[src/rtl/flash_status_pkg.sv]
package flash_status_pkg;

  typedef enum logic [2:0] {
    OP_NONE = 3'd0,
    OP_SE   = 3'd1,
    OP_CE   = 3'd2,
    OP_PP   = 3'd3,
    OP_SW   = 3'd4
  } op_kind_e;

  localparam int unsigned ST_BUSY = 0;
  localparam int unsigned ST_WEL  = 1;
  localparam int unsigned ST_BP_L = 2;
  localparam int unsigned ST_ERR  = 5;
  localparam int unsigned ST_LOCK = 7;

endpackage

[src/rtl/flash_prot_map.sv]
module flash_prot_map #(
  parameter int unsigned SECT_W = 3
) (
  input  logic [2:0]        bp_i,
  input  logic [SECT_W-1:0] sect_i,
  output logic              hit_o,
  output logic              none_o
);
  localparam int unsigned NSECT = 1 << SECT_W;

  logic [NSECT-1:0] mask;

  for (genvar s = 0; s < NSECT; s++) begin : g_sect
    always_comb begin
      if (bp_i[2])
        mask[s] = 1'b1;
      else if (bp_i == 3'd0)
        mask[s] = 1'b0;
      else
        mask[s] = (s >= int'(NSECT - (NSECT >> (4 - int'(bp_i)))));
    end
  end

  assign hit_o  = mask[sect_i];
  assign none_o = (bp_i == 3'd0);

endmodule

[src/rtl/flash_op_timer.sv]
module flash_op_timer #(
  parameter int unsigned TW = 8
) (
  input  logic          clk,
  input  logic          rst_n,
  input  logic          start_i,
  input  logic [TW-1:0] lim_i,
  input  logic          run_i,
  input  logic          done_i,
  input  logic          abort_i,
  output logic          expire_o
);
  logic [TW-1:0] cnt_q, cnt_d;
  logic [TW-1:0] lim_q, lim_d;
  logic          at_end;

  assign at_end   = (cnt_q == lim_q - TW'(1));
  assign expire_o = run_i && at_end && !done_i;

  always_comb begin
    cnt_d = cnt_q;
    lim_d = lim_q;
    if (abort_i) begin
      cnt_d = '0;
    end else if (start_i) begin
      cnt_d = '0;
      lim_d = lim_i;
    end else if (run_i && !done_i && !at_end) begin
      cnt_d = cnt_q + TW'(1);
    end
  end

  always_ff @(posedge clk or negedge rst_n) begin
    if (!rst_n) begin
      cnt_q <= '0;
      lim_q <= '1;
    end else begin
      cnt_q <= cnt_d;
      lim_q <= lim_d;
    end
  end

  // the count never passes the limit of the running operation
  p_cnt_window_r9: assert property (@(posedge clk) disable iff (!rst_n)
    run_i |-> (cnt_q < lim_q));

endmodule

[src/rtl/flash_status_ctrl.sv]
module flash_status_ctrl
  import flash_status_pkg::*;
#(
  parameter int unsigned ADDR_W   = 19,
  parameter int unsigned SECT_W   = 3,
  parameter int unsigned SE_LIMIT = 40,
  parameter int unsigned CE_LIMIT = 80,
  parameter int unsigned PP_LIMIT = 20,
  parameter int unsigned SW_LIMIT = 30
) (
  input  logic              clk,
  input  logic              rst_n,
  input  logic              wren_i,
  input  logic              wrdis_i,
  input  logic              stwr_i,
  input  logic [7:0]        stwr_data_i,
  input  logic              sect_erase_i,
  input  logic              chip_erase_i,
  input  logic              prog_i,
  input  logic              swreset_i,
  input  logic              wp_n_i,
  input  logic [ADDR_W-1:0] addr_i,
  input  logic              cell_done_i,
  output logic [7:0]        status_o,
  output logic              grant_o,
  output logic              reject_o
);
  localparam int unsigned MAX_A = (SE_LIMIT > CE_LIMIT) ? SE_LIMIT : CE_LIMIT;
  localparam int unsigned MAX_B = (PP_LIMIT > SW_LIMIT) ? PP_LIMIT : SW_LIMIT;
  localparam int unsigned MAX_L = (MAX_A > MAX_B) ? MAX_A : MAX_B;
  localparam int unsigned TW    = $clog2(MAX_L + 1);

  logic       busy_q, busy_d, wel_q, wel_d, err_q, err_d, lock_q, lock_d;
  logic [2:0] bp_q, bp_d, pbp_q, pbp_d;
  logic       plock_q, plock_d, grant_q, grant_d, reject_q, reject_d;
  op_kind_e   kind_q, kind_d, req_kind;
  logic       any_wr, req_ok, start, expire, prot_hit, prot_none;
  logic [TW-1:0] req_lim;

  assign any_wr = stwr_i || sect_erase_i || chip_erase_i || prog_i;

  flash_prot_map #(.SECT_W(SECT_W)) i_prot (
    .bp_i   (bp_q),
    .sect_i (addr_i[ADDR_W-1 -: SECT_W]),
    .hit_o  (prot_hit),
    .none_o (prot_none)
  );

  always_comb begin
    req_kind = OP_NONE;
    req_ok   = 1'b0;
    req_lim  = TW'(PP_LIMIT);
    if (sect_erase_i) begin
      req_kind = OP_SE; req_ok = !prot_hit;  req_lim = TW'(SE_LIMIT);
    end else if (chip_erase_i) begin
      req_kind = OP_CE; req_ok = prot_none;  req_lim = TW'(CE_LIMIT);
    end else if (prog_i) begin
      req_kind = OP_PP; req_ok = !prot_hit;  req_lim = TW'(PP_LIMIT);
    end else if (stwr_i) begin
      req_kind = OP_SW; req_ok = !(lock_q && !wp_n_i); req_lim = TW'(SW_LIMIT);
    end
  end

  flash_op_timer #(.TW(TW)) i_timer (
    .clk      (clk),
    .rst_n    (rst_n),
    .start_i  (start),
    .lim_i    (req_lim),
    .run_i    (busy_q && !err_q),
    .done_i   (cell_done_i),
    .abort_i  (swreset_i),
    .expire_o (expire)
  );

  always_comb begin
    busy_d = busy_q; wel_d = wel_q; err_d = err_q; lock_d = lock_q;
    bp_d = bp_q; pbp_d = pbp_q; plock_d = plock_q; kind_d = kind_q;
    grant_d = 1'b0; reject_d = 1'b0; start = 1'b0;
    if (swreset_i) begin
      busy_d = 1'b0; err_d = 1'b0; wel_d = 1'b0; kind_d = OP_NONE;
    end else if (busy_q) begin
      reject_d = any_wr;
      if (!err_q && cell_done_i) begin
        busy_d = 1'b0; wel_d = 1'b0; kind_d = OP_NONE;
        if (kind_q == OP_SW) begin
          bp_d = pbp_q; lock_d = plock_q;
        end
      end else if (expire) begin
        err_d = 1'b1;
      end
    end else if (any_wr) begin
      if (wel_q && req_ok) begin
        busy_d = 1'b1; kind_d = req_kind; grant_d = 1'b1; start = 1'b1;
        pbp_d = stwr_data_i[4:2]; plock_d = stwr_data_i[7];
      end else begin
        reject_d = 1'b1;
      end
    end else if (wren_i) begin
      wel_d = 1'b1;
    end else if (wrdis_i) begin
      wel_d = 1'b0;
    end
  end

  always_ff @(posedge clk or negedge rst_n) begin
    if (!rst_n) begin
      busy_q <= 1'b0; wel_q <= 1'b0; err_q <= 1'b0; lock_q <= 1'b0;
      bp_q <= '0; pbp_q <= '0; plock_q <= 1'b0; kind_q <= OP_NONE;
      grant_q <= 1'b0; reject_q <= 1'b0;
    end else begin
      busy_q <= busy_d; wel_q <= wel_d; err_q <= err_d; lock_q <= lock_d;
      bp_q <= bp_d; pbp_q <= pbp_d; plock_q <= plock_d; kind_q <= kind_d;
      grant_q <= grant_d; reject_q <= reject_d;
    end
  end

  assign status_o = {lock_q, 1'b0, err_q, bp_q, wel_q, busy_q};
  assign grant_o  = grant_q;
  assign reject_o = reject_q;

  // error only exists while busy, and holds until software reset
  p_err_busy_r9: assert property (@(posedge clk) disable iff (!rst_n)
    err_q |-> busy_q);
  p_err_holds_r9: assert property (@(posedge clk) disable iff (!rst_n)
    (err_q && !swreset_i) |=> err_q);
  // completion ends the operation and drops write-enable
  p_done_clears_r8: assert property (@(posedge clk) disable iff (!rst_n)
    (busy_q && !err_q && cell_done_i && !swreset_i) |=> (!busy_q && !wel_q));
  // no grant without write-enable
  p_no_wel_r3: assert property (@(posedge clk) disable iff (!rst_n)
    (any_wr && !wel_q) |=> !grant_o);
  // chip erase needs protect code zero
  p_chip_prot_r5: assert property (@(posedge clk) disable iff (!rst_n)
    (chip_erase_i && bp_q != 3'd0) |=> !grant_o);
  // locked status write is never granted
  p_sr_lock_r6: assert property (@(posedge clk) disable iff (!rst_n)
    (stwr_i && lock_q && !wp_n_i && !sect_erase_i && !chip_erase_i && !prog_i)
      |=> !grant_o);
  // software reset always leaves the device idle
  p_reset_clears_r10: assert property (@(posedge clk) disable iff (!rst_n)
    swreset_i |=> (!busy_q && !err_q && !wel_q));
  // grant and refusal never coincide
  p_one_answer_r12: assert property (@(posedge clk) disable iff (!rst_n)
    !(grant_o && reject_o));

endmodule

[config.mk]
export PLATFORM = sky130hd
export DESIGN_NAME = flash_status_ctrl
export DESIGN_NICKNAME = d
export VERILOG_FILES = /design/src/rtl/flash_status_pkg.sv /design/src/rtl/flash_prot_map.sv /design/src/rtl/flash_op_timer.sv /design/src/rtl/flash_status_ctrl.sv
export SDC_FILE = /design/constraint.sdc
export NUM_CORES = 1
export LEC_CHECK = 0
export CORE_ASPECT_RATIO = 0.6
export CORE_MARGIN = 2
export CORE_UTILIZATION = 68
export CTS_CLUSTER_DIAMETER = 60
export DETAILED_ROUTE_END_ITERATION = 8
export DONT_BUFFER_PORTS = 1
export HOLD_SLACK_MARGIN = 0.02
export PLACE_DENSITY = 0.93
export RECOVER_POWER = 50
export SYNTH_ARGS = -nofsm -noshare
export SYNTH_HDL_FRONTEND = slang
export SYNTH_HIERARCHICAL = 1
export SYNTH_SLANG_ARGS = --single-unit
[constraint.sdc]
create_clock -name clk -period 6.87 [get_ports clk]
set_input_delay 1.0305 -clock clk [delete_from_list [all_inputs] [get_ports clk]]
set_output_delay 1.0305 -clock clk [all_outputs]
set_load 0.01 [all_outputs]
==> results.json <==
{
  "wl_per_cell_um": 19.05,
  "clk_latency_ps": 290,
  "clkSlewWorstSetupHoldPaths_ps": 70,
  "fin_cells": 244,
  "rsz0062_at_grt": "false",
  "grt_max_degree": 31,
  "start_kind": "flop",
  "rows": 15,
  "num_vias": 1554,
  "yosys.area.top_type": "dfrtp_1",
  "powerDensity_nw_per_um2": 235.3,
  "slew_viol_final": 0,
  "end_kind": "flop",
  "setup_tns_ps": 0,
  "place_ws_ps": 2544,
  "yosys.cell_count.top_type": "dfrtp_1",
  "maxCapViolCount": 0,
  "fin_nets": 247,
  "cts_buffers": 5,
  "cts_setup_buffers": 0,
  "maxSlewHeadroom_pct": 51.66,
  "hold_class": "input pin to asynchronous set/reset pin",
  "grt_pass1_wl_mm": 7.376,
  "timing.rr.start": "bp_q[0]",
  "worstSetupStartpoint": "bp_q[0]",
  "max_slew.worst_pin.slew_ps": 725.1,
  "syn_area_um2": 2021,
  "grt_pass1_vias": 1523,
  "r2r_end": "i_timer/lim_q[3]",
  "r2r_slack_ps": 2500,
  "r2r_cells": 15,
  "hpwl_mm": 3.474,
  "yosys_register_bits": 30,
  "final.setup.worst_slack_ps": 2501,
  "crit_end": "i_timer/lim_q[3]",
  "viasPerCell": 6.369,
  "synthTopCellsByCount": "dfrtp_1, nand2_1, inv_1, nor2_1, nor3_1",
  "hold_violations": 0,
  "drt-total-wl_mm": 4.647,
  "synthCells": 202,
  "synth-async-reset-ratio_pct": 100.0,
  "cp.arrival_ps": 4580,
  "cp_max_fo": 13,
  "setup_viol": 0,
  "yosys_warnings": 6,
  "antenna_left": 0,
  "cts_tree": "done",
  "portBuffers": 0,
  "power.leakage_nw": 0.9513,
  "io_pins": 48,
  "place_inst": 236,
  "initial_utilization_pct": 70.83,
  "antenna_cells": 0,
  "firstDrtPassIters": 4,
  "min_period_ps": 4369,
  "cp.required_ps": 7080,
  "outcome": "complete, no violations",
  "drtIter0Drc": 117,
  "gp_congestion": 0.7988,
  "yosysTopAreaCellShare_pct": 28.48,
  "seq_area_frac_synth_pct": 37.59,
  "fmax_ghz": 0.2289,
  "hold_buffers": 0,
  "synth_edf_count": 0,
  "synth.area.top_cells": "dfrtp_1, dfstp_2, mux2_4",
  "grt.overflow.total": 0,
  "gr-usage-all-layers_pct": 30.61,
  "die_w_um": 74.38,
  "synth_ff_type": "dfrtp_1",
  "drc": 0,
  "drive_gt1_share_pct": 21.29,
  "antenna_found_initial": 0,
  "die_height_um": 46.23,
  "skew_ps": 7.456,
  "clockBufferDepth": 2,
  "synth_area_per_cell_um2": 10.00,
  "cts_sinks": 30,
  "whs_ps": 428.9,
  "htreeDepth": 2,
  "ir_worst_vdd_v": 0.0001518,
  "synth.distinct_cells": 56,
  "cts.repair.resized": 0,
  "fin_util_pct": 75.18,
  "cts-root-buf": "clkbuf_8",
  "dieArea_um2": 3438,
  "fin_crit_sh_pct": 63.60,
  "core_um2": 2853,
  "path_class": "flop to flop",
  "areaGrowthSynthToFinish_pct": 6.130
}
[where the power goes]
| group | total, mW | internal [mW] | switching (mW) | leakage, nW |
|---|---|---|---|---|
| Clock | 0.225 | 0.155 | 0.0701 | 0.0714 |
| Combinational | 0.0676 | 0.0333 | 0.0343 | 0.493 |
| Sequential | 0.212 | 0.197 | 0.0157 | 0.387 |
[cell type report]
class / count / area [µm²]
Inverter: 16 / 60.06
Multi-Input combinational cell: 148 / 1130
Tap cell: 42 / 52.55
Clock inverter: 2 / 60.06
Clock buffer: 6 / 82.58
Fill cell: 215 / 708.2
Sequential cell: 30 / 759.5
[critical path, cell delays in order, from the launching register on]
cell      delay (ps)
dfrtp_1          480
inv_1            120
ha_1             220
ha_1             310
nand2_1          100
nor2_1           100
nand2_1          110
ha_1             210
nor3b_1          230
o32ai_2          110
a211oi_1         280
o311ai_2         130
o21ai_1          150
and4b_1          660
nor2b_1          630
mux2_2           430
[sequential cells by signal (all words and copies together), names as in the netlist]
signal and flops:
i_timer/lim_q 7, reject_o 1, plock_q 1, grant_o 1
err_q 1, kind_q 3, pbp_q 3, wel_q 1
lock_q 1, i_timer/cnt_q 7, busy_q 1, bp_q 3
[worst min path at each step]
| stage | startpoint | end | slack [ps] | cells after the start |
|---|---|---|---|---|
| 2_1_floorplan | pbp_q[1] | pbp_q[1] | 460 | 1 |
| 3_3_place_gp | pbp_q[1] | pbp_q[1] | 470 | 1 |
| 3_5_place_dp | pbp_q[1] | bp_q[1] | 520 | 1 |
| 4_1_cts | rst_n | i_timer/cnt_q[4] | 420 | 0 |
| 5_1_grt | rst_n | i_timer/cnt_q[4] | 420 | 0 |
| 6_report | rst_n | i_timer/cnt_q[4] | 430 | 0 |
[per-layer routing]
layer,part of all wire (%),track usage (%)
met5,0,0
met4,2.5,13.21
met3,7.6,7.440
met2,48,52.21
met1,42,37.74
[logic make-up (layout without fill, tap and decap cells)]
kind of cell,Yosys count,count (layout),share of synthesized area (%)
AO/OA/AOI/OAI,36,36,14.74
XOR/XNOR,9,9,4.272
adder cells (fa/ha/maj),8,8,4.954
buffers and inverters,25,24,6.687
flip-flops,30,30,37.59
multiplexers,16,16,10.03
other,1,2,0.1856
AND/OR/NAND/NOR,77,77,21.55
[placed cells by master (no fill, tap or decap), types with 2 or more instances in the layout]
cell type / n
mux2_2: 5
nor2_1: 10
nor2b_1: 5
nand3_1: 6
and3_1: 3
clkbuf_8: 6
mux2i_1: 3
inv_1: 16
o21ai_1: 4
bufinv_16: 2
a31o_1: 4
a32oi_1: 2
a21oi_2: 5
xor2_1: 4
xnor2_1: 4
a211oi_1: 2
or4_4: 2
nand2_1: 19
nor3b_1: 2
ha_1: 8
o21ai_0: 6
nor3_2: 2
dfrtp_1: 23
mux2_4: 7
a311oi_1: 2
dfstp_2: 7
nor3_1: 9
nand2b_1: 4
nand4_1: 3
conb_1: 2
[stage by stage]
stage	cell area, µm²	power (mW)
detailed placement	2002	0.2812
global placement	2002	0.2735
finish	2145	0.5047
floorplan	2024	0.2668
global route	2145	0.5208
CTS	2145	0.5051
No activity file was read; power rests on OpenSTA's default activity.
